--- src/rtl/sar_pkg.sv ---
package sar_pkg;
  typedef enum logic [1:0] {ST_IDLE, ST_CONV, ST_LATCH} conv_st_e;
  typedef enum logic [1:0] {PWR_ON, PWR_NAP, PWR_SLEEP} pwr_st_e;
endpackage

--- src/rtl/sar_bit_timer.sv ---
module sar_bit_timer #(
  parameter int CLK_DIV = 4
) (
  input  logic clk_i,
  input  logic rst_ni,
  input  logic run_i,
  output logic tick_o
);
  generate
    if (CLK_DIV <= 1) begin : g_nodiv
      assign tick_o = run_i;
    end else begin : g_div
      localparam int CW = $clog2(CLK_DIV);
      localparam logic [CW-1:0] LAST = CW'(CLK_DIV - 1);
      logic [CW-1:0] cnt_q;
      always_ff @(posedge clk_i or negedge rst_ni) begin
        if (!rst_ni)           cnt_q <= '0;
        else if (!run_i)       cnt_q <= '0;
        else if (cnt_q == LAST) cnt_q <= '0;
        else                   cnt_q <= cnt_q + 1'b1;
      end
      assign tick_o = run_i && (cnt_q == LAST);
    end
  endgenerate
endmodule

--- src/rtl/sar_approx.sv ---
module sar_approx #(
  parameter int N_BITS = 14
) (
  input  logic              clk_i,
  input  logic              rst_ni,
  input  logic              load_i,
  input  logic              step_i,
  input  logic              cmp_i,
  output logic [N_BITS-1:0] trial_o,
  output logic [N_BITS-1:0] next_o,
  output logic              last_o
);
  localparam logic [N_BITS-1:0] TOP = {1'b1, {(N_BITS-1){1'b0}}};

  logic [N_BITS-1:0] sar_q, ptr_q;

  // decide current bit, arm the next lower one
  assign next_o  = (sar_q & ~ptr_q) | (cmp_i ? ptr_q : '0) | (ptr_q >> 1);
  assign last_o  = ptr_q[0];
  assign trial_o = sar_q;

  always_ff @(posedge clk_i or negedge rst_ni) begin
    if (!rst_ni) begin
      sar_q <= '0;
      ptr_q <= '0;
    end else if (load_i) begin
      sar_q <= TOP;
      ptr_q <= TOP;
    end else if (step_i && (ptr_q != '0)) begin
      sar_q <= next_o;
      ptr_q <= ptr_q >> 1;
    end
  end
endmodule

--- src/rtl/sar_pwr_gate.sv ---
module sar_pwr_gate
  import sar_pkg::*;
#(
  parameter int ACQ_CYC        = 200,
  parameter int WAKE_CYC       = 200,
  parameter int SLEEP_WAKE_CYC = 400
) (
  input  logic    clk_i,
  input  logic    rst_ni,
  input  logic    idle_i,
  input  logic    conv_done_i,
  input  logic    shdn_ni,
  input  logic    cs_ni,
  output pwr_st_e pwr_o,
  output logic    open_o
);
  localparam int MAX_A = (ACQ_CYC > WAKE_CYC) ? ACQ_CYC : WAKE_CYC;
  localparam int MAX_C = (MAX_A > SLEEP_WAKE_CYC) ? MAX_A : SLEEP_WAKE_CYC;
  localparam int GW    = $clog2(MAX_C + 1);

  pwr_st_e       pwr_q;
  logic [GW-1:0] gate_q, wake_v;

  assign wake_v = (pwr_q == PWR_NAP) ? GW'(WAKE_CYC) : GW'(SLEEP_WAKE_CYC);

  always_ff @(posedge clk_i or negedge rst_ni) begin
    if (!rst_ni) begin
      pwr_q  <= PWR_ON;
      gate_q <= '0;
    end else begin
      if (pwr_q == PWR_ON) begin
        if (idle_i && !shdn_ni) pwr_q <= cs_ni ? PWR_SLEEP : PWR_NAP;
        if (conv_done_i)        gate_q <= GW'(ACQ_CYC);
        else if (gate_q != '0)  gate_q <= gate_q - 1'b1;
      end else if (shdn_ni) begin
        pwr_q  <= PWR_ON;
        // never shorten a pending acquisition window
        gate_q <= (gate_q > wake_v) ? gate_q : wake_v;
      end else if (gate_q != '0) begin
        gate_q <= gate_q - 1'b1;
      end
    end
  end

  assign pwr_o  = pwr_q;
  assign open_o = (pwr_q == PWR_ON) && (gate_q == '0);
endmodule

--- src/rtl/sar_conv_ctrl.sv ---
module sar_conv_ctrl
  import sar_pkg::*;
#(
  parameter int N_BITS         = 14,
  parameter int CLK_DIV        = 4,
  parameter int ACQ_CYC        = 200,
  parameter int WAKE_CYC       = 200,
  parameter int SLEEP_WAKE_CYC = 400
) (
  input  logic              clk_i,
  input  logic              rst_ni,
  input  logic              cs_ni,
  input  logic              conv_ni,
  input  logic              rd_ni,
  input  logic              shdn_ni,
  input  logic              cmp_i,
  output logic [N_BITS-1:0] dac_code_o,
  output logic [N_BITS-1:0] data_o,
  output logic              data_oe_o,
  output logic              busy_no_o,
  output logic              nap_o,
  output logic              sleep_o,
  output logic              start_held_o
);
  conv_st_e          st_q, st_d;
  pwr_st_e           pwr;
  logic              conv_q, pend_q;
  logic [N_BITS-1:0] data_q, trial, next_code;
  logic              tick, last, gate_open;
  logic              fall, idle, pd_req, launch, done;

  assign fall   = conv_q && !conv_ni && !cs_ni;
  assign idle   = (st_q == ST_IDLE);
  assign pd_req = (pwr != PWR_ON) || !shdn_ni;
  assign launch = idle && gate_open && !pd_req && (fall || pend_q);
  assign done   = (st_q == ST_CONV) && tick && last;

  always_comb begin
    st_d = st_q;
    unique case (st_q)
      ST_IDLE:  if (launch) st_d = ST_CONV;
      ST_CONV:  if (done)   st_d = ST_LATCH;
      ST_LATCH:             st_d = ST_IDLE;
      default:              st_d = ST_IDLE;
    endcase
  end

  always_ff @(posedge clk_i or negedge rst_ni) begin
    if (!rst_ni) begin
      st_q   <= ST_IDLE;
      conv_q <= 1'b1;
      pend_q <= 1'b0;
      data_q <= '0;
    end else begin
      st_q   <= st_d;
      conv_q <= conv_ni;
      if (launch)            pend_q <= 1'b0;
      else if (pd_req)       pend_q <= 1'b0;
      else if (idle && fall) pend_q <= 1'b1;
      if (done) data_q <= next_code;
    end
  end

  sar_bit_timer #(.CLK_DIV(CLK_DIV)) u_timer (
    .clk_i (clk_i),
    .rst_ni(rst_ni),
    .run_i (st_q == ST_CONV),
    .tick_o(tick)
  );

  sar_approx #(.N_BITS(N_BITS)) u_sar (
    .clk_i  (clk_i),
    .rst_ni (rst_ni),
    .load_i (launch),
    .step_i (tick && (st_q == ST_CONV)),
    .cmp_i  (cmp_i),
    .trial_o(trial),
    .next_o (next_code),
    .last_o (last)
  );

  sar_pwr_gate #(
    .ACQ_CYC       (ACQ_CYC),
    .WAKE_CYC      (WAKE_CYC),
    .SLEEP_WAKE_CYC(SLEEP_WAKE_CYC)
  ) u_gate (
    .clk_i      (clk_i),
    .rst_ni     (rst_ni),
    .idle_i     (idle),
    .conv_done_i(st_q == ST_LATCH),
    .shdn_ni    (shdn_ni),
    .cs_ni      (cs_ni),
    .pwr_o      (pwr),
    .open_o     (gate_open)
  );

  assign dac_code_o   = trial;
  assign data_o       = data_q;
  assign data_oe_o    = !rd_ni && !cs_ni;
  assign busy_no_o    = idle;
  assign nap_o        = (pwr == PWR_NAP);
  assign sleep_o      = (pwr == PWR_SLEEP);
  assign start_held_o = pend_q;
endmodule

--- config.mk ---
export PLATFORM = sky130hd
export DESIGN_NAME = sar_conv_ctrl
export DESIGN_NICKNAME = d
export VERILOG_FILES = /design/src/rtl/sar_pkg.sv /design/src/rtl/sar_bit_timer.sv /design/src/rtl/sar_approx.sv /design/src/rtl/sar_pwr_gate.sv /design/src/rtl/sar_conv_ctrl.sv
export SDC_FILE = /design/constraint.sdc
export NUM_CORES = 1
export LEC_CHECK = 0
export BUFFER_PORTS_ARGS = -buffer_cell sky130_fd_sc_hd__buf_2
export CAP_MARGIN = 20
export CORE_AREA = 2 2 91 93
export CTS_CLUSTER_DIAMETER = 40
export DETAILED_ROUTE_END_ITERATION = 7
export DIE_AREA = 0 0 93 95
export PLACE_DENSITY = 0.64
export REMOVE_ABC_BUFFERS = 1
export SLEW_MARGIN = 20
export SYNTH_ARGS = -nofsm -noshare
export SYNTH_HDL_FRONTEND = slang
export SYNTH_HIERARCHICAL = 1
export SYNTH_SLANG_ARGS = --single-unit
--- constraint.sdc ---
create_clock -name clk_i -period 2.2 [get_ports clk_i]
set_input_delay 0.44 -clock clk_i [delete_from_list [all_inputs] [get_ports clk_i]]
set_output_delay 0.44 -clock clk_i [all_outputs]
set_load 0.05 [all_outputs]
# ---- Word-level counts from Yosys, hierarchy flattened
# Index checks and enable logic that the tools add are counted.
dict set report totals {
  regBits 59
  input_bits 7
  out_inout_bits 33
  word_cells 79
}
dict set report op_classes {
  addsub 2
  n_lt_le_gt_ge 1
  eq_ne 9
  n_mux 23
  bitwise_logic 4
  n_reduce_logical 31
}
# cell count
set op_table {}
lappend op_table {{2-to-1 mux 14 bit} 5}
lappend op_table {{2-to-1 mux 9 bit} 6}
lappend op_table {{2-to-1 mux 2 bit} 8}
lappend op_table {{AND 14 bit} 1}
lappend op_table {{inverter 14 bit} 1}
lappend op_table {{bitwise OR 14 x 13 -> 14 bit} 1}
lappend op_table {{bitwise OR 14 bit} 1}
lappend op_table {{nonzero test 14 bit} 1}
lappend op_table {{logical AND 1 bit} 13}
lappend op_table {{greater-than comparator 9 bit} 1}
lappend op_table {{zero test 9 bit} 1}
lappend op_table {{nonzero test 9 bit} 1}
lappend op_table {{subtractor 9 x 1 -> 9 bit (second input constant)} 1}
lappend op_table {{== test 2 bit (second input constant)} 3}
lappend op_table {{nonzero test 2 bit} 3}
lappend op_table {{zero test 1 bit} 5}
lappend op_table {{== test 2 x 1 -> 1 bit (second input constant)} 2}
lappend op_table {{zero test 2 bit} 2}
lappend op_table {{inequality test 2 x 1 -> 1 bit (second input constant)} 2}
lappend op_table {{case mux 2 bit (2 select lines)} 1}
lappend op_table {{AND reduction 2 bit} 2}
lappend op_table {{2-to-1 mux 1 bit} 3}
lappend op_table {{inequality test 3 bit (second input constant)} 1}
lappend op_table {{nonzero test 3 bit} 1}
lappend op_table {{other kinds (3)} 4}

# ---- Longest topological paths before layout
dict set report logic_depth {
  depth_word 7
  depth_mapped 11
  ltp_nobuf 9
}

# ---- Cells and area by module
# Netlist, hierarchy kept.
# module instances cells_per_inst area_per_inst_um2 seq_area_each_um2
set modules_own_cells {}
lappend modules_own_cells {sar_approx 1 104 1365.1 700.7}
lappend modules_own_cells {sar_pwr_gate 1 95 807.0 275.3}
lappend modules_own_cells {sar_conv_ctrl 1 51 770.7 451.7}
lappend modules_own_cells {sar_bit_timer 1 6 88.8 50.0}

# ---- Worst setup path before layout
# Ideal clock, no wire load.
dict set report synth_path {
  path_kind {reg-to-reg}
  start {reg st_q[1]}
  end {reg u_sar.sar_q[0] (netlist: u_sar/trial_o[0])}
  setup_ns 0.121
  arrival_ns 2.043
  required_ns 2.079
  slack_ns 0.036
  path_stages_with_launch 8
  path_buffers 2
  synth_period_minus_slack_ns 2.164
  path_cell_list {dfrtp_1 -> nor2_1 -> nand2_1 -> nor2_1 -> buf_8 -> nor2b_4 -> buf_6 -> a22o_1}
}
dict set report synth_via {
  elab_chain_cells 5
  word_cells_on_any_way 10
  cone_classes {eq/ne (1); mux (1); reduce/logical (8)}
}
# element line
set synth_lines {}
lappend synth_lines {{start: declaration} sar_conv_ctrl.sv:25} ;# conv_st_e st_q, st_d;
lappend synth_lines {{start signal: assignment} sar_conv_ctrl.sv:55} ;# st_q <= st_d;
lappend synth_lines {{zero test 2 bit (*)} sar_conv_ctrl.sv:33} ;# assign idle = (st_q == ST_IDLE);
lappend synth_lines {{net busy_no_o} sar_conv_ctrl.sv:20} ;# output logic busy_no_o,
lappend synth_lines {{logical AND 1 bit (*) (3 in a row)} sar_conv_ctrl.sv:35} ;# assign launch = idle && gate_open && !pd_req && (fall || pend_q);
lappend synth_lines {{net launch} sar_conv_ctrl.sv:30} ;# logic fall, idle, pd_req, launch, done;
lappend synth_lines {{2-to-1 mux 14 bit or nonzero test 2 bit (tied branches)} --}
lappend synth_lines {{end signal: assignment} sar_approx.sv:30} ;# sar_q <= next_o;
lappend synth_lines {{end: declaration} sar_approx.sv:15} ;# logic [N_BITS-1:0] sar_q, ptr_q;
# Mark *: on every way through the listed nets, which the timed path passes. The rest lies on a longest branch.
# A chain may end at the register's enable or synchronous reset.

# ---- Worst setup path after layout
dict set report layout_path {
  start {reg u_gate.gate_q[1]}
  end {reg u_sar.sar_q[6] (netlist: u_sar/trial_o[6])}
}
dict set report layout_via {
  elab_chain_cells 6
  word_cells_on_any_way 7
  cone_classes {mux (1); reduce/logical (6)}
}
# element line
set layout_lines {}
lappend layout_lines {{start: declaration} sar_pwr_gate.sv:22} ;# logic [GW-1:0] gate_q, wake_v;
lappend layout_lines {{start signal: assignment} sar_pwr_gate.sv:33} ;# if (conv_done_i) gate_q <= GW'(ACQ_CYC);
lappend layout_lines {{start signal: assignment} sar_pwr_gate.sv:34} ;# else if (gate_q != '0) gate_q <= gate_q - 1'b1;
lappend layout_lines {{start signal: assignment} sar_pwr_gate.sv:38} ;# gate_q <= (gate_q > wake_v) ? gate_q : wake_v;
lappend layout_lines {{zero test 9 bit (*)} sar_pwr_gate.sv:46} ;# assign open_o = (pwr_q == PWR_ON) && (gate_q == '0);
lappend layout_lines {{logical AND 1 bit (*)} sar_pwr_gate.sv:46}
lappend layout_lines {{net gate_open} sar_conv_ctrl.sv:29} ;# logic tick, last, gate_open;
lappend layout_lines {{logical AND 1 bit (*) (3 in a row)} sar_conv_ctrl.sv:35}
lappend layout_lines {{net launch} sar_conv_ctrl.sv:30}
lappend layout_lines {{2-to-1 mux 14 bit or nonzero test 2 bit (tied branches)} --}
# Marks and branches as above.

==> metrics.txt <==
clk_lat worst skew=between 0.3 and 0.4 ns; Worst setup endpoint=u_sar/trial_o[6]$_DFFE_PN0P_; placed inst area=0.003425 sq mm; final WL=6315 um; clock edge transition at the registers on the reported setup and hold paths=approximately 0.07 ns; leakage dissipation=1.798 nW; # rows=33; initial antenna violation count=0; Total Routing Usage GR=0.1546; pwr dens=767.2 mW/mm^2; worst r2r src=u_gate/gate_q[1]$_DFFE_PN0P_; ys flop type=dfrtp_1; placed insts=406; core box area=0.007928 sq mm; DRC=0; largest net degree at the start of global routing=38; slack of the worst reg-to-reg path=0.15 ns; final std cells w/o fill=around 420; Max Cap Violations=0; Nets=approximately 320; Yosys top cell by area=dfrtp_1; Reg-to-Reg End=u_sar/trial_o[6]$_DFFE_PN0P_; run status=complete, no violations; chip width=93 um; crit path from=u_gate/gate_q[1]$_DFFE_PN0P_; first-pass GRT wire length=between 10000 and 15000 um; Synth Cell Area=about 0.0030 sq mm; GRT met2 Usage=0.2458; post-synthesis cell count=256; Vias=2242; CTS Buf Count=9; chip height=about 95 um; htree depth=3; gpl congestion=0.8873; post-synthesis sequential area ratio=0.4874; Yosys warnings=6; Final ANT Viol Nets=0; number of DRC markers in iteration 0=85; CP Launch Type=register; Worst Path Required=2.42 ns; Slew Limit Fails=0; clock sink count=59; top cells by area, synth=dfrtp_1, a22o_1, mux2_4; Achievable Freq=487.8 MHz; Pre-antenna DRT Iters=4; Final Hold Vio Count=0; Initial Util=0.3824; Post-synth EDFFs=0; fillers=788; CP endpoint kind=register; DR WL/cell=14.93 um; number of vias per cell=5.300; fin crit share=0.9318; design area=0.003598 sq mm; unrepaired setup endpoints after global routing=false; path type of the worst setup path=register to register; arrival time at the worst endpoint=2.27 ns; clk root buf=clkbuf_8; Port-buffer cells=39; Unique masters post-synth=~60; met3 usage=0.03911; CTS tree=built; Synth-to-Final Area Change=18.70%; Synth top area share=0.4787; DPL Wire Length=between 4000 and 5000 um; CP max FO=22; grt ovf=0; met1 Usage GRT=0.2009; Slew HR=0.6426; #FFs+latches synth=59; layout cells sized above 1=0.3774; HP Class=input pin to asynchronous set/reset pin; Final setup viols=0; clk buf depth=2; post-route minimum period=2.050 ns; vias in the first global route=2178; num ports=40; Worst Tran Pin Value=between 0.5 and 0.6 ns; Min Hold Slack=0.07792 ns; Setup Skew=0.01126 ns; worst vdd ir=0.4396 mV; Avg Cell Area, Syn=11.84 sq um; Die ar.=0.008835 sq mm; gr busiest metal=met2; Synth async-reset ratio=1.000; ant diodes=0; worst r2r path cells=11
cells in the final DEF, fill, tap and decap left out, types with 8 or more instances in the layout:
cell type and instances:
nor2_1 21, inv_1 8, buf_2 39, a211o_2 8, mux2_4 8, nor2b_1 12, a22o_1 22, a21oi_1 11
dfrtp_1 58, clkbuf_8 9, buf_4 14
worst min-delay path by stage:
stage	end	cells after the start
after floorplan	data_o[0]$_DFFE_PN0P_	0
after global placement	u_timer/g_div.cnt_q[0]$_DFF_PN0_	1
after detailed placement	u_timer/g_div.cnt_q[0]$_DFF_PN0_	1
after CTS	u_gate/pwr_o[0]$_DFFE_PN0P_	1
after global routing	u_gate/pwr_o[0]$_DFFE_PN0P_	1
final	u_gate/pwr_o[0]$_DFFE_PN0P_	1
worst max-delay path, stage by stage, from the launching register on:
cell     delay [ns]
dfrtp_1        0.41
inv_2          0.09
ha_1           0.17
and2b_2        0.16
nand3_1        0.12
nor3_2         0.20
nand2_1        0.09
nor2_1         0.12
buf_4          0.15
nor2b_4        0.05
buf_12         0.14
a22o_1         0.23
where the power goes:
group | internal [W] | switching, W | leakage, nW
sequential | 0.00117 | 0.000132 | 0.768
clock | 0.000402 | 0.000418 | 0.0791
combinational | 0.000291 | 0.000347 | 0.951
total | 0.00186 | 0.000898 | 1.80
Yosys cell counts (2+ instances only):
| library cell | number |
|---|---|
| buf_6 | 4 |
| ha_1 | 3 |
| nand2b_1 | 2 |
| and2b_4 | 4 |
| mux2_4 | 8 |
| nor2b_4 | 2 |
| dfrtp_1 | 58 |
| o211ai_1 | 2 |
| nor3b_1 | 2 |
| mux2i_1 | 6 |
| o21ai_0 | 4 |
| a22oi_1 | 2 |
| a211o_2 | 8 |
| mux2_2 | 6 |
| nor3_1 | 2 |
| nand3_1 | 6 |
| a211o_1 | 5 |
| a31oi_1 | 2 |
| o22ai_1 | 3 |
| nor4_2 | 3 |
| a21o_1 | 2 |
| inv_1 | 9 |
| nor2_1 | 21 |
| a21oi_1 | 11 |
| o21ai_1 | 4 |
| buf_4 | 3 |
| nand2_1 | 6 |
| nor2b_1 | 12 |
| a22o_1 | 22 |
| and2_1 | 3 |
what timing repair did:
action | CTS | global route
gates resized for setup | 0 | 2
hold buffers | 0 | 0
buffers inserted | 0 | 1
setup endpoints to repair | 0 | 23
metal layers:
metal	wire [um]	up-vias	share of wire
met3	257	8	0.041
met2	3129	50	0.50
li1	-	1053	-
met5	0	-	0
met4	57	0	0.0090
met1	2871	1131	0.45
area by class of cell:
class	instances	area, sq um	area share
Inverter	9	33.78	0.009388
Clock buffer	11	131.4	0.03651
Multi-Input combinational cell	178	1434	0.3985
Clock inverter	5	30.03	0.008345
Tap cell	105	131.4	0.03651
Sequential cell	59	1478	0.4106
Timing Repair Buffer	56	360.3	0.1001
kinds of logic (layout without fill, tap and decap cells):
group                      count (synthesis)  after routing  share of synthesized area
buffers and inverters                     19             81                    0.04126
adders and majority gates                  3              3                    0.01238
AOI/OAI and AO/OA                         78             78                     0.2072
DFF                                       59             59                     0.4874
and+or+nand+nor                           77             77                     0.1700
muxes                                     20             20                    0.08172
stage by stage:
step / power (W) / util / worst slack (ns) / TNS [ns]
3_5_place_dp: 0.001936 / 0.4320 / 0.1373 / 0
3_3_place_gp: 0.001928 / 0.4320 / 0.2411 / 0
5_1_grt: 0.002913 / 0.4539 / 0.004825 / 0
6_report: 0.002761 / 0.4539 / 0.1501 / 0
2_1_floorplan: 0.001700 / - / -0.1785 / -3.981
4_1_cts: 0.002778 / 0.4523 / 0.1117 / 0
registers in the layout, indices dropped and copies added, names as in the netlist:
signal and flops:
data_o 14, u_sar/ptr_q 14, u_sar/trial_o 14, u_gate/gate_q 9, st_q 2, u_gate/pwr_o 2, u_timer/g_div.cnt_q 2, conv_q 1
start_held_o 1
(Power assumes the default switching activity.)
